$ cat config.mk
export PLATFORM = sky130hd
export DESIGN_NAME = kwdt_top
export DESIGN_NICKNAME = d
export VERILOG_FILES = /design/src/rtl/kwdt_pkg.sv /design/src/rtl/kwdt_cfg_sync.sv /design/src/rtl/kwdt_prescaler.sv /design/src/rtl/kwdt_downcnt.sv /design/src/rtl/kwdt_regif.sv /design/src/rtl/kwdt_top.sv
export SDC_FILE = /design/constraint.sdc
export NUM_CORES = 1
export LEC_CHECK = 0
export BUFFER_PORTS_ARGS = -buffer_cell sky130_fd_sc_hd__buf_4
export CAP_MARGIN = 15
export CORE_MARGIN = 2
export CORE_UTILIZATION = 59
export DETAILED_ROUTE_END_ITERATION = 16
export GPL_TIMING_DRIVEN = 0
export PLACE_DENSITY = 0.85
export SLEW_MARGIN = 20
export SYNTH_ARGS = -nofsm -noshare
export SYNTH_HDL_FRONTEND = slang
export SYNTH_SLANG_ARGS = --single-unit
$ cat constraint.sdc
create_clock -name clk -period 4.7 [get_ports clk]
set_input_delay 0.94 -clock clk [delete_from_list [all_inputs] [get_ports clk]]
set_output_delay 0.94 -clock clk [all_outputs]
set_load 0.05 [all_outputs]
$ cat src/rtl/kwdt_pkg.sv
package kwdt_pkg;
  localparam int REG_W = 32;
  localparam int KEY_W = 16;

  localparam logic [KEY_W-1:0] KEY_UNLOCK  = 16'h5555;
  localparam logic [KEY_W-1:0] KEY_REFRESH = 16'hAAAA;
  localparam logic [KEY_W-1:0] KEY_START   = 16'hCCCC;

  typedef enum logic [1:0] {
    SEL_KEY = 2'd0,
    SEL_DIV = 2'd1,
    SEL_RLD = 2'd2,
    SEL_STS = 2'd3
  } reg_sel_e;
endpackage

$ cat src/rtl/kwdt_cfg_sync.sv
module kwdt_cfg_sync #(
  parameter int             W       = 12,
  parameter logic [W-1:0]   RST_VAL = '1,
  parameter int             TICKS   = 3
) (
  input  logic         clk,
  input  logic         rst_n,
  input  logic         tick_en,
  input  logic         load,
  input  logic [W-1:0] load_val,
  output logic [W-1:0] shadow,
  output logic [W-1:0] active,
  output logic         busy
);
  localparam int CW = $clog2(TICKS + 1);

  logic [W-1:0]  shadow_q, shadow_d;
  logic [W-1:0]  active_q, active_d;
  logic [CW-1:0] cnt_q, cnt_d;

  always_comb begin
    shadow_d = shadow_q;
    active_d = active_q;
    cnt_d    = cnt_q;
    if (load) begin
      shadow_d = load_val;
      cnt_d    = CW'(TICKS);
    end else if (tick_en && (cnt_q != '0)) begin
      cnt_d = cnt_q - 1'b1;
      if (cnt_q == CW'(1)) active_d = shadow_q;
    end
  end

  always_ff @(posedge clk or negedge rst_n) begin
    if (!rst_n) begin
      shadow_q <= RST_VAL;
      active_q <= RST_VAL;
      cnt_q    <= '0;
    end else begin
      shadow_q <= shadow_d;
      active_q <= active_d;
      cnt_q    <= cnt_d;
    end
  end

  assign shadow = shadow_q;
  assign active = active_q;
  assign busy   = (cnt_q != '0);

  // without a tick and without a new write, a pending transfer stays pending
  p_busy_hold_r4: assert property (@(posedge clk) disable iff (!rst_n)
    (busy && !tick_en && !load) |=> busy);
  // the counting value never moves while no transfer is pending
  p_active_quiet_r4: assert property (@(posedge clk) disable iff (!rst_n)
    !busy |=> $stable(active_q));
endmodule

$ cat src/rtl/kwdt_prescaler.sv
module kwdt_prescaler #(
  parameter int PSC_W = 3
) (
  input  logic             clk,
  input  logic             rst_n,
  input  logic             tick_en,
  input  logic             running,
  input  logic             kick,
  input  logic [PSC_W-1:0] code,
  output logic             dec
);
  localparam int TOP_CODE  = (1 << PSC_W) - 1;
  localparam int MAX_SHIFT = TOP_CODE - 1;
  localparam int MAX_DIV   = 4 << MAX_SHIFT;
  localparam int CNT_W     = $clog2(MAX_DIV);

  logic [PSC_W-1:0] shift;
  logic [CNT_W:0]   div_val;
  logic [CNT_W-1:0] term;
  logic [CNT_W-1:0] pcnt_q, pcnt_d;
  logic             at_term;

  // highest code repeats the largest divider
  assign shift   = (code == PSC_W'(TOP_CODE)) ? PSC_W'(MAX_SHIFT) : code;
  assign div_val = (CNT_W + 1)'(4) << shift;
  assign term    = CNT_W'(div_val - 1'b1);
  assign at_term = (pcnt_q >= term);
  assign dec     = running && tick_en && at_term;

  always_comb begin
    pcnt_d = pcnt_q;
    if (kick)                     pcnt_d = '0;
    else if (running && tick_en)  pcnt_d = at_term ? '0 : pcnt_q + 1'b1;
  end

  always_ff @(posedge clk or negedge rst_n) begin
    if (!rst_n) pcnt_q <= '0;
    else        pcnt_q <= pcnt_d;
  end

  // the divider phase holds in cycles without a tick
  p_phase_frozen_r9: assert property (@(posedge clk) disable iff (!rst_n)
    (!tick_en && !kick) |=> $stable(pcnt_q));
  // a refresh restarts the divider phase
  p_kick_clears_phase_r7: assert property (@(posedge clk) disable iff (!rst_n)
    kick |=> (pcnt_q == '0));
endmodule

$ cat src/rtl/kwdt_downcnt.sv
module kwdt_downcnt #(
  parameter int W = 12
) (
  input  logic         clk,
  input  logic         rst_n,
  input  logic         dec,
  input  logic         kick,
  input  logic [W-1:0] reload,
  output logic         expire
);
  logic [W-1:0] cnt_q, cnt_d;
  logic         exp_q, exp_d;

  always_comb begin
    cnt_d = cnt_q;
    exp_d = 1'b0;
    if (kick) begin
      cnt_d = reload;
    end else if (dec) begin
      if (cnt_q == '0) begin
        cnt_d = reload;
        exp_d = 1'b1;
      end else begin
        cnt_d = cnt_q - 1'b1;
      end
    end
  end

  always_ff @(posedge clk or negedge rst_n) begin
    if (!rst_n) begin
      cnt_q <= '1;
      exp_q <= 1'b0;
    end else begin
      cnt_q <= cnt_d;
      exp_q <= exp_d;
    end
  end

  assign expire = exp_q;

  // the request never lasts longer than one cycle
  p_pulse_single_r8: assert property (@(posedge clk) disable iff (!rst_n)
    exp_q |=> !exp_q);
  // a refresh loads the counter and suppresses a request in the same edge
  p_kick_loads_r7: assert property (@(posedge clk) disable iff (!rst_n)
    kick |=> (cnt_q == $past(reload)) && !exp_q);
endmodule

$ cat src/rtl/kwdt_regif.sv
module kwdt_regif
  import kwdt_pkg::*;
#(
  parameter int ADDR_W     = 4,
  parameter int RLD_W      = 12,
  parameter int PSC_W      = 3,
  parameter int SYNC_TICKS = 3
) (
  input  logic              clk,
  input  logic              rst_n,
  input  logic              tick_en,
  input  logic              wr_en,
  input  logic [ADDR_W-1:0] addr,
  input  logic [REG_W-1:0]  wdata,
  output logic [REG_W-1:0]  rdata,
  output logic              kick,
  output logic              running,
  output logic [PSC_W-1:0]  psc_act,
  output logic [RLD_W-1:0]  rld_act
);
  logic             hi_zero;
  logic             hit;
  reg_sel_e         sel;
  logic [KEY_W-1:0] key;
  logic             key_clean;
  logic             key_wr;
  logic             unlocked_q, unlocked_d;
  logic             running_q, running_d;
  logic             psc_load, rld_load;
  logic [PSC_W-1:0] psc_shadow;
  logic [RLD_W-1:0] rld_shadow;
  logic             psc_busy, rld_busy;

  generate
    if (ADDR_W > 4) begin : g_hi_addr
      assign hi_zero = (addr[ADDR_W-1:4] == '0);
    end else begin : g_no_hi_addr
      assign hi_zero = 1'b1;
    end
  endgenerate

  assign hit       = wr_en && hi_zero && (addr[1:0] == 2'b00);
  assign sel       = reg_sel_e'(addr[3:2]);
  assign key       = wdata[KEY_W-1:0];
  assign key_clean = (wdata[REG_W-1:KEY_W] == '0);
  assign key_wr    = hit && (sel == SEL_KEY);
  assign psc_load  = hit && (sel == SEL_DIV) && unlocked_q;
  assign rld_load  = hit && (sel == SEL_RLD) && unlocked_q;
  assign kick      = key_wr && key_clean && ((key == KEY_START) || (key == KEY_REFRESH));

  always_comb begin
    unlocked_d = unlocked_q;
    running_d  = running_q;
    if (key_wr) begin
      unlocked_d = key_clean && (key == KEY_UNLOCK);
      if (key_clean && (key == KEY_START)) running_d = 1'b1;
    end
  end

  always_ff @(posedge clk or negedge rst_n) begin
    if (!rst_n) begin
      unlocked_q <= 1'b0;
      running_q  <= 1'b0;
    end else begin
      unlocked_q <= unlocked_d;
      running_q  <= running_d;
    end
  end

  kwdt_cfg_sync #(.W(PSC_W), .RST_VAL('0), .TICKS(SYNC_TICKS)) u_div_sync (
    .clk     (clk),
    .rst_n   (rst_n),
    .tick_en (tick_en),
    .load    (psc_load),
    .load_val(wdata[PSC_W-1:0]),
    .shadow  (psc_shadow),
    .active  (psc_act),
    .busy    (psc_busy)
  );

  kwdt_cfg_sync #(.W(RLD_W), .RST_VAL('1), .TICKS(SYNC_TICKS)) u_rld_sync (
    .clk     (clk),
    .rst_n   (rst_n),
    .tick_en (tick_en),
    .load    (rld_load),
    .load_val(wdata[RLD_W-1:0]),
    .shadow  (rld_shadow),
    .active  (rld_act),
    .busy    (rld_busy)
  );

  always_comb begin
    unique case (sel)
      SEL_KEY: rdata = '0;
      SEL_DIV: rdata = {{(REG_W-PSC_W){1'b0}}, psc_shadow};
      SEL_RLD: rdata = {{(REG_W-RLD_W){1'b0}}, rld_shadow};
      default: rdata = {{(REG_W-2){1'b0}}, rld_busy, psc_busy};
    endcase
  end

  assign running = running_q;

  // a reload write without permission leaves the register untouched
  p_locked_rld_r3: assert property (@(posedge clk) disable iff (!rst_n)
    (hit && (sel == SEL_RLD) && !unlocked_q) |=> $stable(rld_shadow));
  // an accepted divider write raises its busy bit
  p_div_busy_set_r4: assert property (@(posedge clk) disable iff (!rst_n)
    psc_load |=> psc_busy);
  // software cannot stop a running watchdog
  p_running_sticky_r8: assert property (@(posedge clk) disable iff (!rst_n)
    running_q |=> running_q);
endmodule

$ cat src/rtl/kwdt_top.sv
module kwdt_top
  import kwdt_pkg::*;
#(
  parameter int ADDR_W     = 4,
  parameter int RLD_W      = 12,
  parameter int PSC_W      = 3,
  parameter int SYNC_TICKS = 3
) (
  input  logic              clk,
  input  logic              rst_n,
  input  logic              tick_en,
  input  logic              wr_en,
  input  logic [ADDR_W-1:0] addr,
  input  logic [REG_W-1:0]  wdata,
  output logic [REG_W-1:0]  rdata,
  output logic              rst_req
);
  logic [1:0]       rst_sync_q;
  logic             rst_int_n;
  logic             kick;
  logic             running;
  logic             dec;
  logic [PSC_W-1:0] psc_act;
  logic [RLD_W-1:0] rld_act;

  // asynchronous assertion, synchronous release
  always_ff @(posedge clk or negedge rst_n) begin
    if (!rst_n) rst_sync_q <= 2'b00;
    else        rst_sync_q <= {rst_sync_q[0], 1'b1};
  end
  assign rst_int_n = rst_sync_q[1];

  kwdt_regif #(
    .ADDR_W(ADDR_W), .RLD_W(RLD_W), .PSC_W(PSC_W), .SYNC_TICKS(SYNC_TICKS)
  ) u_regif (
    .clk    (clk),
    .rst_n  (rst_int_n),
    .tick_en(tick_en),
    .wr_en  (wr_en),
    .addr   (addr),
    .wdata  (wdata),
    .rdata  (rdata),
    .kick   (kick),
    .running(running),
    .psc_act(psc_act),
    .rld_act(rld_act)
  );

  kwdt_prescaler #(.PSC_W(PSC_W)) u_prescaler (
    .clk    (clk),
    .rst_n  (rst_int_n),
    .tick_en(tick_en),
    .running(running),
    .kick   (kick),
    .code   (psc_act),
    .dec    (dec)
  );

  kwdt_downcnt #(.W(RLD_W)) u_downcnt (
    .clk   (clk),
    .rst_n (rst_int_n),
    .dec   (dec),
    .kick  (kick),
    .reload(rld_act),
    .expire(rst_req)
  );

  // a reset request only ever comes from a started watchdog
  p_req_needs_run_r5: assert property (@(posedge clk) disable iff (!rst_int_n)
    rst_req |-> running);
  // no request follows a cycle without a tick
  p_req_needs_tick_r9: assert property (@(posedge clk) disable iff (!rst_int_n)
    !tick_en |=> !rst_req);
endmodule

== Word level (Yosys, flattened, before mapping) ==
Cells that the tools add are included.
Storage, ports and cells
  bits in registers: 59
  bits of input ports: 40
  output and inout port bits: 33
  logic and storage cells: 72
Operators by class
  muxes and demuxes: 15
  equality and inequality tests: 8
  $lt $le $gt $ge: 1
  add/sub/neg operators: 5
  bitwise logic cells: 2
  reduce and logical (&&, ||, !) cells: 28
  shift operators: 1
Operators with widths (number)
  2-to-1 mux 12 bit: 3
  one-hot mux 12 bit (3 select lines): 1
  == test 16 bit, second input constant: 2
  2-to-1 mux 8 bit: 3
  == test 16 x 15 -> 1 bit, second input constant: 1
  zero test 16 bit: 1
  logical AND 1 bit: 14
  zero test 12 bit: 1
  nonzero test 2 bit: 6
  subtractor 12 x 1 -> 12 bit, second input constant: 1
  adder 8 x 1 -> 8 bit, second input constant: 1
  >= comparator 8 bit: 1
  2-to-1 mux 2 bit: 4
  << shifter 3 x 3 -> 8 bit, first input constant: 1
  subtractor 8 x 1 -> 8 bit, second input constant: 1
  == test 2 x 1 -> 1 bit, second input constant: 3
  AND reduction 3 bit: 2
  zero test 2 bit: 2
  subtractor 2 x 1 -> 2 bit, second input constant: 2
  == test 3 bit, second input constant: 1
  2-to-1 mux 1 bit: 3
  2-to-1 mux 3 bit: 1
  == test 2 bit, second input constant: 1
  inverter 1 bit: 2
  other kinds (2): 2

== Depth between registers and ports, before layout ==
Gate-level depths: netlist of run 1.
  depth after elaboration: 8
  mapped depth: 9
  gate-level depth less buffers: 8

== Hierarchy ==
A second synthesis of run 1 with hierarchy kept.
Second synthesis, totals
  cell total of the unflattened synthesis: 328
  area, all modules: 3570.9 sq um
By module, submodules not included
  kwdt_cfg_sync at u_regif.u_rld_sync: times used 1, cells each 64, area each 1072.3 sq um, seq. area each 680.7 sq um
  kwdt_downcnt: times used 1, cells each 102, area each 888.4 sq um, seq. area each 340.3 sq um
  kwdt_prescaler: times used 1, cells each 65, area each 629.4 sq um, seq. area each 200.2 sq um
  kwdt_regif: times used 1, cells each 69, area each 561.8 sq um, seq. area each 50.0 sq um
  kwdt_cfg_sync at u_regif.u_div_sync: times used 1, cells each 25, area each 365.4 sq um, seq. area each 200.2 sq um
  kwdt_top: times used 1, cells each 3, area each 53.8 sq um, seq. area each 50.0 sq um

== Worst setup path before layout of run 1 ==
No wires, ideal clock.
  path kind: input to output
  start point: in addr[2]
  end point: out rdata[1]
  buffers on the path: 1
  cell stages on the path: 3
  arrival: 1.825 ns
  required time: 3.760 ns
  slack: 1.935 ns
  path through: and2b_1 -> clkbuf_1 -> a22o_1
On the way
  longest elaborated chain between the ends: 2
  elaborated cells on any way between the ends: 4
  those cells by class: eq/ne: 2; mux: 1; reduce/logical: 1
Ends and longest elaborated chain
  start: declaration: line kwdt_top.sv:13  | input logic [ADDR_W-1:0] addr,
  == test 2 bit, or another cell as far along: line kwdt_regif.sv:93  | unique case (sel)
  one-hot mux 12 bit (3 select lines) (*): line kwdt_regif.sv:93
  end: declaration: line kwdt_top.sv:15  | output logic [REG_W-1:0] rdata,
Every way passes the cells marked *; elsewhere a longest branch is shown, timed or not.

== Worst setup path in the final report of run 1 ==
  start point: in addr[2]
  end point: out rdata[11]
The elaborated chain is that of the path after synthesis.

==> results of run 1 <==
[synthesized netlist by cell type (2+ instances only)]
master and n:
nor3_1 12, dfrtp_1 23, nand4_1 4, o21a_1 2, inv_1 13, nand3_1 10, ha_1 13, nand2_1 24
o22a_1 4, o31ai_1 3, and3_1 6, nand3b_1 2, clkbuf_1 3, buf_4 21, and2_1 11, mux2_2 26
o22ai_1 3, mux2i_1 5, or3_1 2, nor4_1 7, nor4bb_1 4, a22oi_1 4, and4bb_2 4, a311oi_1 2
conb_1 2, a21oi_1 11, nor2b_1 4, dfstp_2 36, xnor2_1 2, a22o_1 3, buf_6 3, nor2_1 32
a21o_1 2, o21ai_0 12
[worst paths after layout]
check	from	to	slack (ns)	cells after the start
setup / recovery	addr[2]	rdata[11]	1.73	5
hold / removal	rst_sync_q[0]$_DFF_PN0_	rst_sync_q[1]$_DFF_PN0_	0.36	0
setup reg to reg	u_regif.u_div_sync.active[1]$_DFFE_PN0P_	u_downcnt.cnt_q[2]$_DFFE_PN1P_	2.17	9
hold reg to reg	rst_sync_q[0]$_DFF_PN0_	rst_sync_q[1]$_DFF_PN0_	0.36	0
max in group asynchronous	rst_sync_q[1]$_DFF_PN0_	u_regif.running$_DFFE_PN0P_	3.83	0
min in group asynchronous	rst_n	rst_sync_q[0]$_DFF_PN0_	0.37	1
[cells by family after synthesis]
group	Yosys count
compound gates	58
simple gates	125
flops	59
fa+ha+maj	13
other cells	2
xor+xnor	2
buf+inv	42
mux	31
[final cells by class]
cell class | instances | area share [%]
clock buffer | 13 | 3.59
multi-input combinational | 250 | 41.1
sequential | 59 | 36.8
tap | 72 | 2.17
clock inverter | 3 | 0.362
timing repair buffer | 52 | 9.42
buffer | 29 | 5.35
inverter | 13 | 1.18
[per-layer routing]
layer / GRT usage, % / routed length [um]
met5: 0 / 0
met4: 9.83 / 82
met3: 3.93 / 402
met2: 44.3 / 3860
met1: 31.5 / 3210
[registers in the layout, summed over array words and instances, names as in the netlist]
signal and count:
u_regif.u_rld_sync.active 12, rst_sync_q 2, u_downcnt.expire 1, u_regif.u_rld_sync.cnt_q 2
u_downcnt.cnt_q 12, u_regif.u_div_sync.active 3, u_regif.u_rld_sync.shadow 12, u_prescaler.pcnt_q 8
u_regif.u_div_sync.shadow 3, u_regif.unlocked_q 1, u_regif.running 1, u_regif.u_div_sync.cnt_q 2
[power groups by stage]
stage / registers [uW] / clock network (uW) / logic [uW]
final: 563 / 396 / 214
after global routing: 567 / 424 / 236
after CTS: 563 / 402 / 214
after detailed placement: 570 / 0 / 211
after global placement: 568 / 0 / 202
after floorplan: 564 / 0 / 155
[stage by stage]
step | cells | total power (uW) | hold WS, ns | util [%]
detailed placement | 475 | 781 | 0.336 | 71.8
global placement | 475 | 770 | 0.342 | 71.7
global route | 491 | 1230 | 0.364 | 74.8
CTS | 491 | 1180 | 0.356 | 74.8
floorplan | 351 | 719 | 0.331 | -
finish | 491 | 1170 | 0.360 | 74.8
[worst max-delay path: stages]
cell      delay (ns)
buf_4           0.13
and2b_1         0.24
clkbuf_1        0.31
and2_1          0.20
buf_4           0.20
==> flow_summary.yaml, run 1 <==
critical_path:
  cp_data_arrival_time_ns: 2.03
  start_kind: "primary input"
  end_kind: "primary output"
  critPathKind: "in2out"
  cp_max_fo: 10
  required_ns: 3.76
synthesis:
  async_reset_ff_share_pct: 100
  synthSimpleGateAreaFrac_pct: 19.3
  synth_edf_count: 0
  synth_top_area_cell: "dfstp_2"
  synth_xor_area_share_pct: 0.512
  synth_area_per_cell_um2: 10.3
  ys_warn_count: 0
  synth-seq-area-share_pct: 44.4
  ys_seq_elements: 59
  synth_compound_area_share_pct: 12.8
  synth_area_leaders: "dfstp_2 28%, dfrtp_1 17%, mux2_2 8.6%"
  syn_inst: 332
  muxShareOfSynthArea_pct: 10.0
  yosysTopAreaCellShare_pct: 27.6
  synthAdderAreaFrac_pct: 4.75
  synth_top_family_by_area: "simple AND/OR/NAND/NOR gates"
  synth_top_flop_cell: "dfstp_2"
  synth_area_um2: 3420
  synth.distinct_cells: 51
floorplan:
  initial_core_util_pct: 61.8
  die_y_um: 80.2
  core_area_um2: 5540
  die_area_um2: 6430
  placementRows: 27
  boundaryPins: 73
  fp.dieW_um: 80.2
cells_and_area:
  diodes: 0
  most-common-layout-cells: "73 x buf_4, 36 x dfstp_2, 32 x nor2_1, 26 x mux2_2, 24 x nand2_1"
  nets: 467
  layout_commonest_cell: "buf_4"
  area_growth_pct: 21.0
  multi_input_area_um2: 1700
  drive_above_1_share_pct: 39.6
  nFillCells: 390
  fin_area_um2: 4140
  seq_area_um2: 1530
sta:
  rsz0062_at_grt: "false"
  post-route-min-period_ns: 2.97
  setup_tns_ns: 0
  drv_slew: 0
  clock_skew_ns: 0.0118
  slew_headroom_pct: 46.5
  setup_viol: 0
  fin_ws_ns: 1.73
  fmax_mhz: 337
  fin_crit_sh_pct: 63.1
  worstMarginPinSlew_ns: 0.796
  hold_viol_final: 0
route:
  wirelength_um: 7560
  wl_per_cell_um: 15.4
  drc: 0
  drtPass1Iterations: 4
  avgViaCountPerCell: 5.70
  ant_nets: 0
  drt-initial-drc-count: 204
  dr_total_vias: 2801
placement:
  pre_cts_slack_ns: 1.71
  dpl.hpwl_um: 5590
  routabilityCongestion: 0.867
  io_buffers: 52
  placed_cell_area_um2: 3980
cts:
  cts_tree: "built"
  ctsHoldBuffers: 0
  clk_pin_slew_ns: 0.07
  cts_resized: 0
  clockBufferDepth: 2
  cts_inserted_buffers: 9
  h-tree-depth: 3
  clk_latency_ns: 0.34
  clock-sinks: 59
  post_cts_buffers: 0
  cts_root_buf: "clkbuf_8"
power_and_ir_drop:
  power_leakage_uw: 0.00192
  power_frac_seq_pct: 48.0
  p_switching_uw: 343
  vdd_drop_max_mv: 0.211
  power_density_nw_per_um2: 283
  switching_share_pct: 29.2
  clkPwrFrac_pct: 33.8
  internal_power_uw: 830
  combPwrFrac_pct: 18.2
global_routing:
  grt_max_degree: 58
  grt_usage_pct: 25.3
  grt_pass1_wl_um: 12600
  grt_pass1_vias: 2752
  grt_overflow: 0
  antenna_found_initial: 0
run_status:
  outcome: "finished, final reports clean"
run:
  maxCapViolations: 0
hold_path:
  hold_class: "reg2reg"
Note: power is estimated with default switching activity, not from simulation.
==> run 2: changes to the inputs <==
Settings changed: CORE_UTILIZATION 59 to 50, PLACE_DENSITY 0.85 to 0.77.
Clock period 4.7 ns to 2.5 ns, I/O delays scaled along.
==> run 2 against run 1 <==
Net effect: cell area grew 1.8%; highest routed layer unchanged; global-route usage down 3.2 points; non-clock buffer count increased by 1; largest cell class unchanged; clock skew down 0.0026 ns; via count is 1.0% lower; register-to-register slack got worse by 2.0 ns; largest power group unchanged.
==> flow_summary.yaml, run 2 (synthesis gave the netlist of run 1 again) <==
power_and_ir_drop:
  p_switching_uw: 644
  switching_share_pct: 27.5
  power_frac_seq_pct: 45.2
  combPwrFrac_pct: 17.3
  clkPwrFrac_pct: 37.5
  power_leakage_uw: 0.00195
  power_density_nw_per_um2: 554
  internal_power_uw: 1690
  vdd_drop_max_mv: 0.482
sta:
  setup_tns_ns: 0
  post-route-min-period_ns: 2.32
  clock_skew_ns: 0.00913
  slew_headroom_pct: 52.3
  drv_slew: 0
  fin_crit_sh_pct: 92.9
  worstMarginPinSlew_ns: 0.715
  hold_viol_final: 0
  rsz0062_at_grt: "false"
  setup_viol: 0
  fmax_mhz: 431
global_routing:
  grt_usage_pct: 22.1
  grt_pass1_wl_um: 12900
  grt_pass1_vias: 2753
  grt_overflow: 0
  grt_max_degree: 58
  antenna_found_initial: 0
critical_path:
  cp_data_arrival_time_ns: 2.57
  required_ns: 2.75
  rr_startpoint: "u_regif.u_div_sync.active[2]$_DFFE_PN0P_"
  critPathKind: "reg2reg"
  reg2reg_slack_ns: 0.18
  end_kind: "flip-flop"
  rr_worst_depth: 9
  cp_max_fo: 10
  start_kind: "flip-flop"
  worst_r2r_endpoint: "u_downcnt.cnt_q[3]$_DFFE_PN1P_"
hold_path:
  min_to: "rst_sync_q[1]$_DFF_PN0_"
  hold_class: "reg2reg"
  hp-start: "rst_sync_q[0]$_DFF_PN0_"
  holdPathStages: 0
cells_and_area:
  nFillCells: 575
  area_growth_pct: 23.2
  nets: 468
  diodes: 0
  stdcell_count: 500
  most-common-layout-cells: "73 x buf_4, 36 x dfstp_2, 32 x nor2_1, 26 x mux2_2, 24 x nand2_1"
  layout_commonest_cell: "buf_4"
  drive_above_1_share_pct: 40.5
  fin_util_pct: 62.8
floorplan:
  placementRows: 30
  initial_core_util_pct: 50.9
  die_y_um: 86.7
  boundaryPins: 73
  fp.dieW_um: 86.7
  die_area_um2: 7520
  core_area_um2: 6720
route:
  dr_total_vias: 2773
  wl_per_cell_um: 15.5
  avgViaCountPerCell: 5.55
  drt-initial-drc-count: 145
  ant_nets: 0
  wirelength_um: 7750
  drtPass1Iterations: 4
  drc: 0
cts:
  h-tree-depth: 3
  cts_inserted_buffers: 9
  clk_pin_slew_ns: 0.07
  cts_tree: "built"
  post_cts_buffers: 0
  clockBufferDepth: 2
  cts_root_buf: "clkbuf_8"
  clk_latency_ns: 0.33
  clock-sinks: 59
placement:
  io_buffers: 52
  dp_cells: 483
  dpl.hpwl_um: 5650
  routabilityCongestion: 0.848
run_status:
  outcome: "finished, final reports clean"
run:
  maxCapViolations: 0
-- run 2: changes by cell type in the layout (fill, tap and decap cells not counted), sizes merged --
| cell | previous run | this run |
|---|---|---|
| bufinv | 0 | 1 |
| dlygate4sd3 | 0 | 1 |
| clkbuf | 17 | 18 |
| clkinv | 3 | 1 |
-- run 2: worst max-delay path: stages, from the launching register on --
cell     delay, ns
dfrtp_1       0.41
o21ai_0       0.12
ha_1          0.35
nand4_1       0.16
a21oi_4       0.28
o21ai_2       0.14
buf_6         0.16
nor4_1        0.23
mux2i_1       0.27
o22ai_1       0.12
-- run 2: routing by layer --
| layer | up-vias | global-route usage, % | part of all wire [%] |
|---|---|---|---|
| met5 | - | 0 | 0 |
| met4 | 0 | 7.67 | 1.8 |
| met3 | 14 | 5.62 | 5.1 |
| met2 | 98 | 39.2 | 50 |
| met1 | 1338 | 25.9 | 43 |
| li1 | 1323 | - | - |
-- run 2: worst max-delay path by stage --
stage | from | endpoint | slack [ns] | depth (start not counted)
after floorplan | u_regif.u_div_sync.active[1]$_DFFE_PN0P_ | u_downcnt.cnt_q[2]$_DFFE_PN1P_ | 0.43 | 9
after global placement | wdata[10] | u_downcnt.cnt_q[6]$_DFFE_PN1P_ | 0.04 | 7
after detailed placement | wdata[10] | u_downcnt.cnt_q[6]$_DFFE_PN1P_ | 0.02 | 7
after CTS | u_regif.u_div_sync.active[1]$_DFFE_PN0P_ | u_downcnt.cnt_q[2]$_DFFE_PN1P_ | 0.04 | 9
after global routing | u_regif.u_div_sync.active[1]$_DFFE_PN0P_ | u_downcnt.cnt_q[3]$_DFFE_PN1P_ | 0.01 | 9
final | u_regif.u_div_sync.active[2]$_DFFE_PN0P_ | u_downcnt.cnt_q[3]$_DFFE_PN1P_ | 0.18 | 9
-- run 2: timing repair --
action | in CTS | in global routing
resized for setup | 0 | 5
setup endpoints to repair | 0 | 10
endpoints found under the hold margin | 2 | 0
hold buffers | 1 | 0
-- run 2: layout make-up --
| class | instances | area, um2 | area share [%] |
|---|---|---|---|
| clock buffers | 14 | 163 | 3.86 |
| well taps | 80 | 100 | 2.37 |
| clock inverters | 2 | 35.0 | 0.830 |
| flip-flops and latches | 59 | 1530 | 36.2 |
| inverters | 13 | 48.8 | 1.16 |
| repair buffers | 53 | 400 | 9.49 |
| multi-input cells | 250 | 1730 | 40.9 |
| plain buffers | 29 | 221 | 5.25 |
-- run 2: per-stage QoR --
step	instance area (um2)	worst slack [ns]	power, uW	hold slack, ns
floorplan	3490	0.427	1350	0.204
global placement	3990	0.0392	1450	0.283
detailed placement	3990	0.0212	1470	0.283
CTS	4200	0.0364	2360	0.360
global route	4220	0.0109	2460	0.363
finish	4220	0.178	2340	0.354
-- run 2: power by group through the flow --
stage               logic (uW)  clock network, uW  registers (uW)
floorplan                  292                  0            1060
global placement           382                  0            1070
detailed placement         399                  0            1070
CTS                        406                898            1060
global route               449                944            1060
finish                     405                877            1060
==> run 3: changes to the inputs <==
Settings changed: PLACE_DENSITY 0.77 to 0.76.
==> run 3 against run 2 <==
Net effect: die area unchanged; sequential share of layout area did not move; first-iteration DRC count increased by 6.2%; largest power group unchanged; sequential power hardly changed; largest cell class unchanged.
==> flow_summary.yaml, run 3 (synthesis gave the netlist of run 1 again) <==
run_status:
  outcome: "finished, final reports clean"
sta:
  clock_skew_ns: 0.00918
  fmax_mhz: 433
  drv_slew: 0
  setup_viol: 0
  slew_headroom_pct: 52.8
  hold_viol_final: 0
  worstMarginPinSlew_ns: 0.708
  fin_crit_sh_pct: 92.3
  rsz0062_at_grt: "false"
  setup_tns_ns: 0
  post-route-min-period_ns: 2.31
  timing.hold.ws_ns: 0.363
critical_path:
  end_kind: "flip-flop"
  crit_family: "compound AO/OA/AOI/OAI gates"
  cp_max_fo: 10
  cp_data_arrival_time_ns: 2.56
  critPathKind: "reg2reg"
  path_cells: "nand2_1 -> ha_1 -> a21oi_1 -> nand3_2 -> o21a_2 -> a21oi_1 -> buf_6 -> nor2_1 -> a311oi_1"
  cp_common_cell: "a21oi_1"
  start_kind: "flip-flop"
  path_buf_inv: 1
  critPathMaxStageDelay_ns: 0.42
  required_ns: 2.75
  slowest_stage: "dfrtp_1"
global_routing:
  grt_pass1_wl_um: 12200
  antenna_found_initial: 0
  grt_pass1_vias: 2677
  grt_usage_pct: 20.8
  grt_overflow: 0
  grt_max_degree: 58
power_and_ir_drop:
  power_leakage_uw: 0.00195
  vdd_drop_max_mv: 0.341
  power_density_nw_per_um2: 555
cells_and_area:
  nets: 468
  layout_commonest_cell: "buf_4"
  diodes: 0
  area_growth_pct: 23.2
  stdcell_count: 500
  most-common-layout-cells: "73 x buf_4, 36 x dfstp_2, 32 x nor2_1, 26 x mux2_2, 24 x nand2_1"
  drive_above_1_share_pct: 41.0
route:
  wl_per_cell_um: 14.6
  wirelength_um: 7300
  dr_total_vias: 2748
  ant_nets: 0
  drt-initial-drc-count: 154
  drtPass1Iterations: 4
  avgViaCountPerCell: 5.50
  drc: 0
cts:
  cts_inserted_buffers: 9
  clk_latency_ns: 0.34
  h-tree-depth: 3
  clk_pin_slew_ns: 0.07
  clock-sinks: 59
  cts_root_buf: "clkbuf_8"
  clockBufferDepth: 2
  post_cts_buffers: 0
  cts_tree: "built"
floorplan:
  initial_core_util_pct: 50.9
  fp.dieW_um: 86.7
  die_area_um2: 7520
  die_y_um: 86.7
  boundaryPins: 73
  core_area_um2: 6720
  placementRows: 30
placement:
  dp_cells: 483
  dpl.hpwl_um: 5420
  routabilityCongestion: 0.925
  io_buffers: 52
hold_path:
  hold_class: "reg2reg"
run:
  maxCapViolations: 0
-- run 3: cell count changes in the layout (fill, tap and decap cells not counted) --
cell,previous run,this run
clkbuf_1,6,3
clkinvlp_4,0,2
a21oi_1,10,11
a21oi_2,1,0
clkbuf_8,12,11
clkinv_2,1,2
inv_6,0,1
-- run 3: timing repair --
item | 4_1_cts | 5_1_grt
endpoints found under the hold margin | 2 | 0
endpoints found under the setup margin | 0 | 12
hold buffers | 1 | 0
gates resized for setup | 0 | 4
-- run 3: worst register-to-register path, stage by stage (launching register included) --
cell	delay (ns)
dfrtp_1	0.42
nand2_1	0.07
ha_1	0.33
a21oi_1	0.19
nand3_2	0.21
o21a_2	0.32
a21oi_1	0.25
buf_6	0.17
nor2_1	0.06
a311oi_1	0.20
-- run 3: final timing paths --
kind	from	to	slack (ns)	depth (start not counted)
worst min-delay path	rst_sync_q[0]$_DFF_PN0_	rst_sync_q[1]$_DFF_PN0_	0.36	0
worst max register to register	u_regif.u_div_sync.active[1]$_DFFE_PN0P_	u_downcnt.cnt_q[2]$_DFFE_PN1P_	0.19	9
max in group asynchronous	rst_sync_q[1]$_DFF_PN0_	u_regif.unlocked_q$_DFFE_PN0P_	1.64	0
worst min register to register	rst_sync_q[0]$_DFF_PN0_	rst_sync_q[1]$_DFF_PN0_	0.36	0
worst max-delay path	u_regif.u_div_sync.active[1]$_DFFE_PN0P_	u_downcnt.cnt_q[2]$_DFFE_PN1P_	0.19	9
min in group asynchronous	rst_sync_q[1]$_DFF_PN0_	u_prescaler.pcnt_q[5]$_DFFE_PN0P_	0.40	0
-- run 3: final cells by class --
cell class	instances	area, um2
clock inverters	6	63.8
well taps	80	100
flip-flops and latches	59	1530
fillers	536	2500
inverters	13	48.8
repair buffers	53	400
multi-input cells	250	1720
clock buffers	10	138
plain buffers	29	221
-- run 3: per-stage QoR --
stage                     setup WS, ns  power, uW  instance area (um2)  util [%]
final                            0.191       2340                 4220      62.8
after global routing            0.0446       2460                 4220      62.8
after detailed placement        0.0184       1470                 3990      59.4
after floorplan                  0.427       1350                 3490         -
after CTS                       0.0644       2360                 4200      62.5
after global placement          0.0363       1450                 3990      59.3
-- run 3: layer usage --
metal | wire (um) | global-route usage [%] | up-vias
li1 | - | - | 1328
met1 | 3180 | 25.6 | 1313
met2 | 3630 | 35.4 | 99
met3 | 400 | 5.52 | 8
met4 | 85 | 7.24 | 0
met5 | 0 | 0 | -
-- run 3: where the power goes --
group / leakage [uW] / switching (uW) / internal, uW
Clock: 0.0000987 / 398 / 487
Sequential: 0.000677 / 46.6 / 1010
Combinational: 0.00117 / 233 / 171
